<file path="src/rtl/lcd_sync_pkg.sv">
package lcd_sync_pkg;

  // Run-state of the enable / guard sequencer
  typedef enum logic [1:0] {
    PS_IDLE  = 2'd0,
    PS_RUN   = 2'd1,
    PS_DRAIN = 2'd2
  } pwr_state_e;

endpackage

</file>
<file path="src/rtl/lcd_pclk_div.sv">
module lcd_pclk_div #(
  parameter int DIV_W = 8,
  localparam int CNT_W = DIV_W + 1
) (
  input  logic             clk_i,
  input  logic             rst_ni,
  input  logic             run_i,
  input  logic             bypass_i,
  input  logic [DIV_W-1:0] div_i,
  output logic             tick_o
);

  logic [CNT_W-1:0] cnt_q;
  logic [CNT_W-1:0] last_w;
  logic             at_end_w;

  // period 2*(N+1) cycles -> last count 2N+1
  assign last_w   = {div_i, 1'b1};
  assign at_end_w = (cnt_q >= last_w);
  assign tick_o   = run_i && (bypass_i || at_end_w);

  always_ff @(posedge clk_i or negedge rst_ni) begin
    if (!rst_ni)                              cnt_q <= '0;
    else if (!run_i || bypass_i || at_end_w)  cnt_q <= '0;
    else                                      cnt_q <= cnt_q + CNT_W'(1);
  end

  // divided ticks never come back to back
  assert_tick_spacing_R1: assert property (@(posedge clk_i) disable iff (!rst_ni)
    (tick_o && !bypass_i) |=> (!tick_o || bypass_i));

endmodule

</file>
<file path="src/rtl/lcd_axis_ctr.sv">
module lcd_axis_ctr #(
  parameter int CNT_W = 13
) (
  input  logic             clk_i,
  input  logic             rst_ni,
  input  logic             run_i,
  input  logic             step_i,
  input  logic [CNT_W-1:0] sync_len_i,
  input  logic [CNT_W-1:0] back_len_i,
  input  logic [CNT_W-1:0] act_len_i,
  input  logic [CNT_W-1:0] front_len_i,
  output logic [CNT_W-1:0] cnt_o,
  output logic             wrap_o,
  output logic             in_sync_o,
  output logic             in_act_o
);

  logic [CNT_W-1:0] cnt_q;
  logic [CNT_W-1:0] act_lo_w;
  logic [CNT_W-1:0] act_hi_w;
  logic [CNT_W-1:0] last_w;
  logic             at_last_w;

  // segment boundaries: sync, back porch, active, front porch
  assign act_lo_w  = sync_len_i + back_len_i;
  assign act_hi_w  = act_lo_w + act_len_i;
  assign last_w    = act_hi_w + front_len_i - CNT_W'(1);
  assign at_last_w = (cnt_q >= last_w);

  assign cnt_o     = cnt_q;
  assign wrap_o    = step_i && at_last_w;
  assign in_sync_o = (cnt_q < sync_len_i);
  assign in_act_o  = (cnt_q >= act_lo_w) && (cnt_q < act_hi_w);

  always_ff @(posedge clk_i or negedge rst_ni) begin
    if (!rst_ni)      cnt_q <= '0;
    else if (!run_i)  cnt_q <= '0;
    else if (step_i)  cnt_q <= at_last_w ? '0 : cnt_q + CNT_W'(1);
  end

endmodule

</file>
<file path="src/rtl/lcd_pwr_seq.sv">
module lcd_pwr_seq
  import lcd_sync_pkg::*;
#(
  parameter int GUARD_W = 7
) (
  input  logic               clk_i,
  input  logic               rst_ni,
  input  logic               en_i,
  input  logic               frame_end_i,
  input  logic [GUARD_W-1:0] guard_i,
  output logic               busy_o
);

  pwr_state_e         st_q, st_d;
  logic [GUARD_W-1:0] done_q, done_d;
  logic               guard_met_w;

  assign guard_met_w = (guard_i == '0) ||
                       (frame_end_i && ((done_q + GUARD_W'(1)) >= guard_i));

  always_comb begin
    st_d   = st_q;
    done_d = done_q;
    case (st_q)
      PS_IDLE: if (en_i) begin
        st_d   = PS_RUN;
        done_d = '0;
      end
      PS_RUN: if (!en_i) begin
        // a frame end in the drop cycle is not counted
        done_d = '0;
        st_d   = (guard_i == '0) ? PS_IDLE : PS_DRAIN;
      end
      PS_DRAIN: begin
        if (guard_met_w)      st_d   = PS_IDLE;
        else if (frame_end_i) done_d = done_q + GUARD_W'(1);
      end
      default: st_d = PS_IDLE;
    endcase
  end

  always_ff @(posedge clk_i or negedge rst_ni) begin
    if (!rst_ni) begin
      st_q   <= PS_IDLE;
      done_q <= '0;
    end else begin
      st_q   <= st_d;
      done_q <= done_d;
    end
  end

  assign busy_o = (st_q != PS_IDLE);

  // busy only starts from a sampled run request
  assert_busy_rise_R7: assert property (@(posedge clk_i) disable iff (!rst_ni)
    $rose(busy_o) |-> $past(en_i));

  // busy ends only on a frame end or with a zero guard
  assert_busy_fall_R8: assert property (@(posedge clk_i) disable iff (!rst_ni)
    $fell(busy_o) |-> $past(frame_end_i || (guard_i == '0)));

endmodule

</file>
<file path="src/rtl/lcd_sync_gen.sv">
module lcd_sync_gen #(
  parameter int DIV_W    = 8,
  parameter int HPW_W    = 6,
  parameter int HPORCH_W = 8,
  parameter int HSIZE_W  = 11,
  parameter int VPW_W    = 6,
  parameter int VPORCH_W = 8,
  parameter int VSIZE_W  = 11,
  parameter int GUARD_W  = 7,
  localparam int H_MAX_W = (HPW_W > HPORCH_W) ? HPW_W : HPORCH_W,
  localparam int H_CNT_W = ((H_MAX_W > HSIZE_W) ? H_MAX_W : HSIZE_W) + 2,
  localparam int V_MAX_W = (VPW_W > VPORCH_W) ? VPW_W : VPORCH_W,
  localparam int V_CNT_W = ((V_MAX_W > VSIZE_W) ? V_MAX_W : VSIZE_W) + 2
) (
  input  logic                clk_i,
  input  logic                rst_ni,
  input  logic                enable_i,
  input  logic [GUARD_W-1:0]  guard_frames_i,
  input  logic [DIV_W-1:0]    clk_div_i,
  input  logic                bypass_i,
  input  logic [HPW_W-1:0]    hsync_m1_i,
  input  logic [HPORCH_W-1:0] hback_m1_i,
  input  logic [HSIZE_W-1:0]  hactive_m1_i,
  input  logic [HPORCH_W-1:0] hfront_m1_i,
  input  logic [VPW_W-1:0]    vsync_m1_i,
  input  logic [VPORCH_W-1:0] vback_i,
  input  logic [VSIZE_W-1:0]  vactive_m1_i,
  input  logic [VPORCH_W-1:0] vfront_i,
  input  logic                hsync_inv_i,
  input  logic                vsync_inv_i,
  output logic                pclk_en_o,
  output logic                hsync_o,
  output logic                vsync_o,
  output logic                de_o,
  output logic [H_CNT_W-1:0]  pix_x_o,
  output logic [V_CNT_W-1:0]  line_y_o,
  output logic                busy_o
);

  // decode of the mixed field encodings
  function automatic logic [H_CNT_W-1:0] h_span(input logic [H_CNT_W-1:0] code_m1);
    return code_m1 + H_CNT_W'(1);
  endfunction

  function automatic logic [V_CNT_W-1:0] v_span(input logic [V_CNT_W-1:0] code, input logic plus_one);
    return plus_one ? code + V_CNT_W'(1) : code;
  endfunction

  logic               busy_w;
  logic               tick_w;
  logic               line_end_w;
  logic               frame_end_w;
  logic               h_sync_w, h_act_w, v_sync_w, v_act_w;
  logic [H_CNT_W-1:0] h_cnt_w;
  logic [V_CNT_W-1:0] v_cnt_w;

  lcd_pwr_seq #(.GUARD_W(GUARD_W)) u_seq (
    .clk_i       (clk_i),
    .rst_ni      (rst_ni),
    .en_i        (enable_i),
    .frame_end_i (frame_end_w),
    .guard_i     (guard_frames_i),
    .busy_o      (busy_w)
  );

  lcd_pclk_div #(.DIV_W(DIV_W)) u_div (
    .clk_i    (clk_i),
    .rst_ni   (rst_ni),
    .run_i    (busy_w),
    .bypass_i (bypass_i),
    .div_i    (clk_div_i),
    .tick_o   (tick_w)
  );

  lcd_axis_ctr #(.CNT_W(H_CNT_W)) u_hctr (
    .clk_i       (clk_i),
    .rst_ni      (rst_ni),
    .run_i       (busy_w),
    .step_i      (tick_w),
    .sync_len_i  (h_span(H_CNT_W'(hsync_m1_i))),
    .back_len_i  (h_span(H_CNT_W'(hback_m1_i))),
    .act_len_i   (h_span(H_CNT_W'(hactive_m1_i))),
    .front_len_i (h_span(H_CNT_W'(hfront_m1_i))),
    .cnt_o       (h_cnt_w),
    .wrap_o      (line_end_w),
    .in_sync_o   (h_sync_w),
    .in_act_o    (h_act_w)
  );

  lcd_axis_ctr #(.CNT_W(V_CNT_W)) u_vctr (
    .clk_i       (clk_i),
    .rst_ni      (rst_ni),
    .run_i       (busy_w),
    .step_i      (line_end_w),
    .sync_len_i  (v_span(V_CNT_W'(vsync_m1_i), 1'b1)),
    .back_len_i  (v_span(V_CNT_W'(vback_i), 1'b0)),
    .act_len_i   (v_span(V_CNT_W'(vactive_m1_i), 1'b1)),
    .front_len_i (v_span(V_CNT_W'(vfront_i), 1'b0)),
    .cnt_o       (v_cnt_w),
    .wrap_o      (frame_end_w),
    .in_sync_o   (v_sync_w),
    .in_act_o    (v_act_w)
  );

  always_ff @(posedge clk_i or negedge rst_ni) begin
    if (!rst_ni) begin
      pclk_en_o <= 1'b0;
      hsync_o   <= 1'b0;
      vsync_o   <= 1'b0;
      de_o      <= 1'b0;
      pix_x_o   <= '0;
      line_y_o  <= '0;
    end else begin
      pclk_en_o <= tick_w;
      hsync_o   <= hsync_inv_i ^ (busy_w && h_sync_w);
      vsync_o   <= vsync_inv_i ^ (busy_w && v_sync_w);
      de_o      <= busy_w && h_act_w && v_act_w;
      pix_x_o   <= busy_w ? h_cnt_w : '0;
      line_y_o  <= busy_w ? v_cnt_w : '0;
    end
  end

  assign busy_o = busy_w;

  // data window never overlaps a sync pulse
  assert_de_outside_sync_R4: assert property (@(posedge clk_i) disable iff (!rst_ni)
    de_o |-> ((hsync_o == hsync_inv_i) && (vsync_o == vsync_inv_i)));

  // outputs quiet once idle has lasted a cycle
  assert_idle_quiet_R10: assert property (@(posedge clk_i) disable iff (!rst_ni)
    (!busy_o && $past(!busy_o)) |-> (!pclk_en_o && !de_o && (pix_x_o == '0) && (line_y_o == '0)));

endmodule

</file>
<file path="config.mk">
export PLATFORM = sky130hd
export DESIGN_NAME = lcd_sync_gen
export DESIGN_NICKNAME = d
export VERILOG_FILES = /design/src/rtl/lcd_sync_pkg.sv /design/src/rtl/lcd_pclk_div.sv /design/src/rtl/lcd_axis_ctr.sv /design/src/rtl/lcd_pwr_seq.sv /design/src/rtl/lcd_sync_gen.sv
export SDC_FILE = /design/constraint.sdc
export NUM_CORES = 1
export LEC_CHECK = 0
export BUFFER_PORTS_ARGS = -buffer_cell sky130_fd_sc_hd__clkbuf_2
export CAP_MARGIN = 30
export CORE_MARGIN = 3
export CORE_UTILIZATION = 30
export CTS_CLUSTER_DIAMETER = 80
export CTS_CLUSTER_SIZE = 40
export DETAILED_ROUTE_END_ITERATION = 8
export PLACE_DENSITY = 0.45
export SLEW_MARGIN = 20
export SYNTH_ARGS = -nofsm -noshare
export SYNTH_HDL_FRONTEND = slang
export SYNTH_HIERARCHICAL = 1
export SYNTH_SLANG_ARGS = --single-unit
</file>
<file path="constraint.sdc">
create_clock -name clk_i -period 4.21 [get_ports clk_i]
set_clock_uncertainty 0.15 [all_clocks]
set_input_delay 0.842 -clock clk_i [delete_from_list [all_inputs] [get_ports clk_i]]
set_output_delay 0.842 -clock clk_i [all_outputs]
set_load 0.005 [all_outputs]
</file>
==> key figures <==
Outcome
  • Status: complete, but fails checks
  • Failing checks: setup timing

Clock network
  • CTS tree: yes
  • Register clock-pin slew on the reported worst setup and hold paths: 70 ps
  • Cts hold-fix bufs: 0
  • H-tree Lvls: 3
  • CTS root buffer: clkbuf_16
  • TritonCTS Sinks: 74
  • Cts bufs inserted: 9
  • Clk_lat worst skew: 350 ps
  • Max Buffers Root-to-Sink: 2

STA
  • Max Freq: 148 MHz
  • Total negative slack: -77970 ps
  • Worst Hold Slack: 306 ps
  • Setup-failing EPs final: 35
  • Max-slew violation count: 0
  • Final min period: 6770 ps
  • Slew HR: 53.7%
  • Final hold violations: 0
  • Post-layout worst setup margin: -2560 ps
  • RSZ-0062 raised after global routing: true
  • Final period utilization: 161%
  • Worst Tran Pin Value: 677 ps

Critical path
  • CP Max Fanout: 4
  • Required time worst endpoint: 4290 ps
  • Max incr delay on CP: 420 ps
  • Setup CP Type: in2reg
  • CP most frequent cell: ha_4
  • R2R cell count: 15
  • CP Launch Type: input pin
  • Worst-path cell with the longest stage delay: or4_1
  • Critical Path End Type: flip-flop
  • Arr. time, crit path: 6860 ps

Drt
  • Vias/cell: 4.69
  • 1st-pass router iterations: 5
  • Post-route ant nets: 0
  • Avg WL per Cell: 14.0 µm
  • Drt drc: 0
  • Via count: 9978
  • Drt total wl: 29700 µm
  • Drt first-iter violations: 389

Logic synthesis
  • Number of flops mapped to enable cells by yosys: 0
  • Yosys cell types: 93
  • Ys async rst share: 100%
  • Avg Synthesized Cell Area: 8.53 µm²
  • Top FF cell, synth: dfrtp_1
  • Mapped cell area: 10500 µm²
  • Number of synthesized register bits: 74
  • Mapped Cells: 1228
  • Warnings, synthesis: 6
  • Seq/Total Area, Yosys: 17.7%

Cells and area
  • Most frequent cells in the layout: buf_4, ha_1, inv_1
  • Final Non-Filler Cells: 2126
  • Share of cells above drive strength 1: 36.8%
  • Ant diodes: 0
  • Fin nets: 1975
  • Layout Area Growth over Synthesis: 46.3%
  • Most common cell after layout, fill and taps aside: buf_4

GRT
  • Gr ovfl total: 0
  • First-pass GRT wire length: 47900 µm
  • Total GRT Usage: 15.8%
  • Vias in the first global route: 9689
  • Initial antenna violation count: 0
  • Largest net degree at the start of global routing: 40

Die
  • Row count: 67
  • Die Wd: 193 µm
  • Die ar.: 37200 µm²
  • Die height: 193 µm
  • Core Area: 34000 µm²
  • Initial Utilization: 30.8%
  • # IOs: 118

Power and ir drop
  • Total power: 7320 µW
  • Maximum vdd ir drop: 0.273 mV
  • Leakage power: 0.00794 µW
  • Power Density: 477 nW/µm²

Hold path
  • Hold WC Path Type: in2async

Placement
  • Post-DP HPWL: 24100 µm
  • Port buffer count: 117
  • Gpl congestion: 0.809
  • Post-Place Cells: 2065

Job
  • Max Cap Violations: 0
[layer usage]
metal | vias up | track usage (%) | share of wire [%]
li1 | 5216 | - | -
met1 | 4630 | 23.3 | 52
met2 | 118 | 25.1 | 44
met3 | 14 | 2.03 | 3.0
met4 | 0 | 2.27 | 0.75
met5 | - | 0 | 0
[power by group]
part           internal, µW  switching, µW
Clock                   410            346
Sequential              750           51.9
Combinational          3100           2650
Total                  4260           3050
[synthesized netlist by cell type (all sizes together), types with 9 or more instances]
master	instances	area [µm²]
xnor2	85	771
nor2b	13	81.3
o21bai	9	67.6
ha	209	2620
a21oi	87	443
a211oi	11	92.6
dfrtp	74	1850
xor2	51	454
o21a	13	98.9
nand4	10	77.6
nor4	13	138
o21ai	40	204
inv	148	556
and2	30	190
nand2	62	233
a21o	37	278
o211ai	14	115
nor3	23	135
o2111ai	9	85.1
nor2	44	165
nand2b	38	245
a31oi	31	200
nand3	31	160
and3	31	195
or2	14	87.6
[repair_timing]
action | in CTS | in global routing
cloned | 3 | 1
pin swaps | 44 | 82
setup buffers | 16 | 27
gates resized for setup | 50 | 131
endpoints found under the setup margin | 35 | 35
[final timing paths]
| path | from | slack [ps] | endpoint |
|---|---|---|---|
| setup / recovery | hback_m1_i[0] | -2560 | u_seq/done_q[1] |
| hold / removal | rst_ni | 310 | line_y_o[0] |
| setup reg to reg | u_hctr/cnt_o[0] | 720 | u_seq/done_q[1] |
| hold reg to reg | u_div/cnt_q[0] | 380 | u_div/cnt_q[0] |
| max in group asynchronous | rst_ni | 2980 | pix_x_o[6] |
| min in group clk_i | u_div/cnt_q[0] | 380 | u_div/cnt_q[0] |
[registers in the layout, indices dropped and copies added, names as in the netlist]
name,flops
hsync_o,1
de_o,1
u_vctr/cnt_o,13
pclk_en_o,1
vsync_o,1
line_y_o,13
u_div/cnt_q,9
u_seq/st_q,2
pix_x_o,13
u_hctr/cnt_o,13
u_seq/done_q,7
[cell type report]
class	count	area, µm²
tap	448	561
fill	3460	18600
multi-input combinational	1040	9150
sequential	74	1850
timing repair buffer	399	2910
clock inverter	7	60.1
clock buffer	9	225
inverter	149	562
[cell families after synthesis]
| group | count (synthesis) | synth area share [%] |
|---|---|---|
| flops | 74 | 17.7 |
| compound gates | 303 | 19.9 |
| xor+xnor | 136 | 11.7 |
| simple gates | 327 | 17.7 |
| other cells | 1 | 0.0358 |
| fa+ha+maj | 220 | 26.7 |
| buf+inv | 165 | 6.14 |
| mux | 2 | 0.215 |
[metrics by stage]
stage | area, µm² | setup slack (ps) | utilization (%)
3_3_place_gp | 13700 | -3060 | 40.3
3_5_place_dp | 13700 | -3210 | 40.4
4_1_cts | 14400 | -2650 | 42.5
6_report | 15300 | -2560 | 45.1
2_1_floorplan | 10800 | -2530 | -
5_1_grt | 15300 | -2840 | 45.1
[worst max-delay path: cells and delay by family]
family / cells / cell delay [ps]
AOI/OAI and AO/OA: 13 / 2860
and+or+nand+nor: 8 / 1410
adders and majority gates: 5 / 1150
xor gates and xnor gates: 3 / 350
buffers and inverters: 2 / 250
Power figures use the tool's default switching activity.
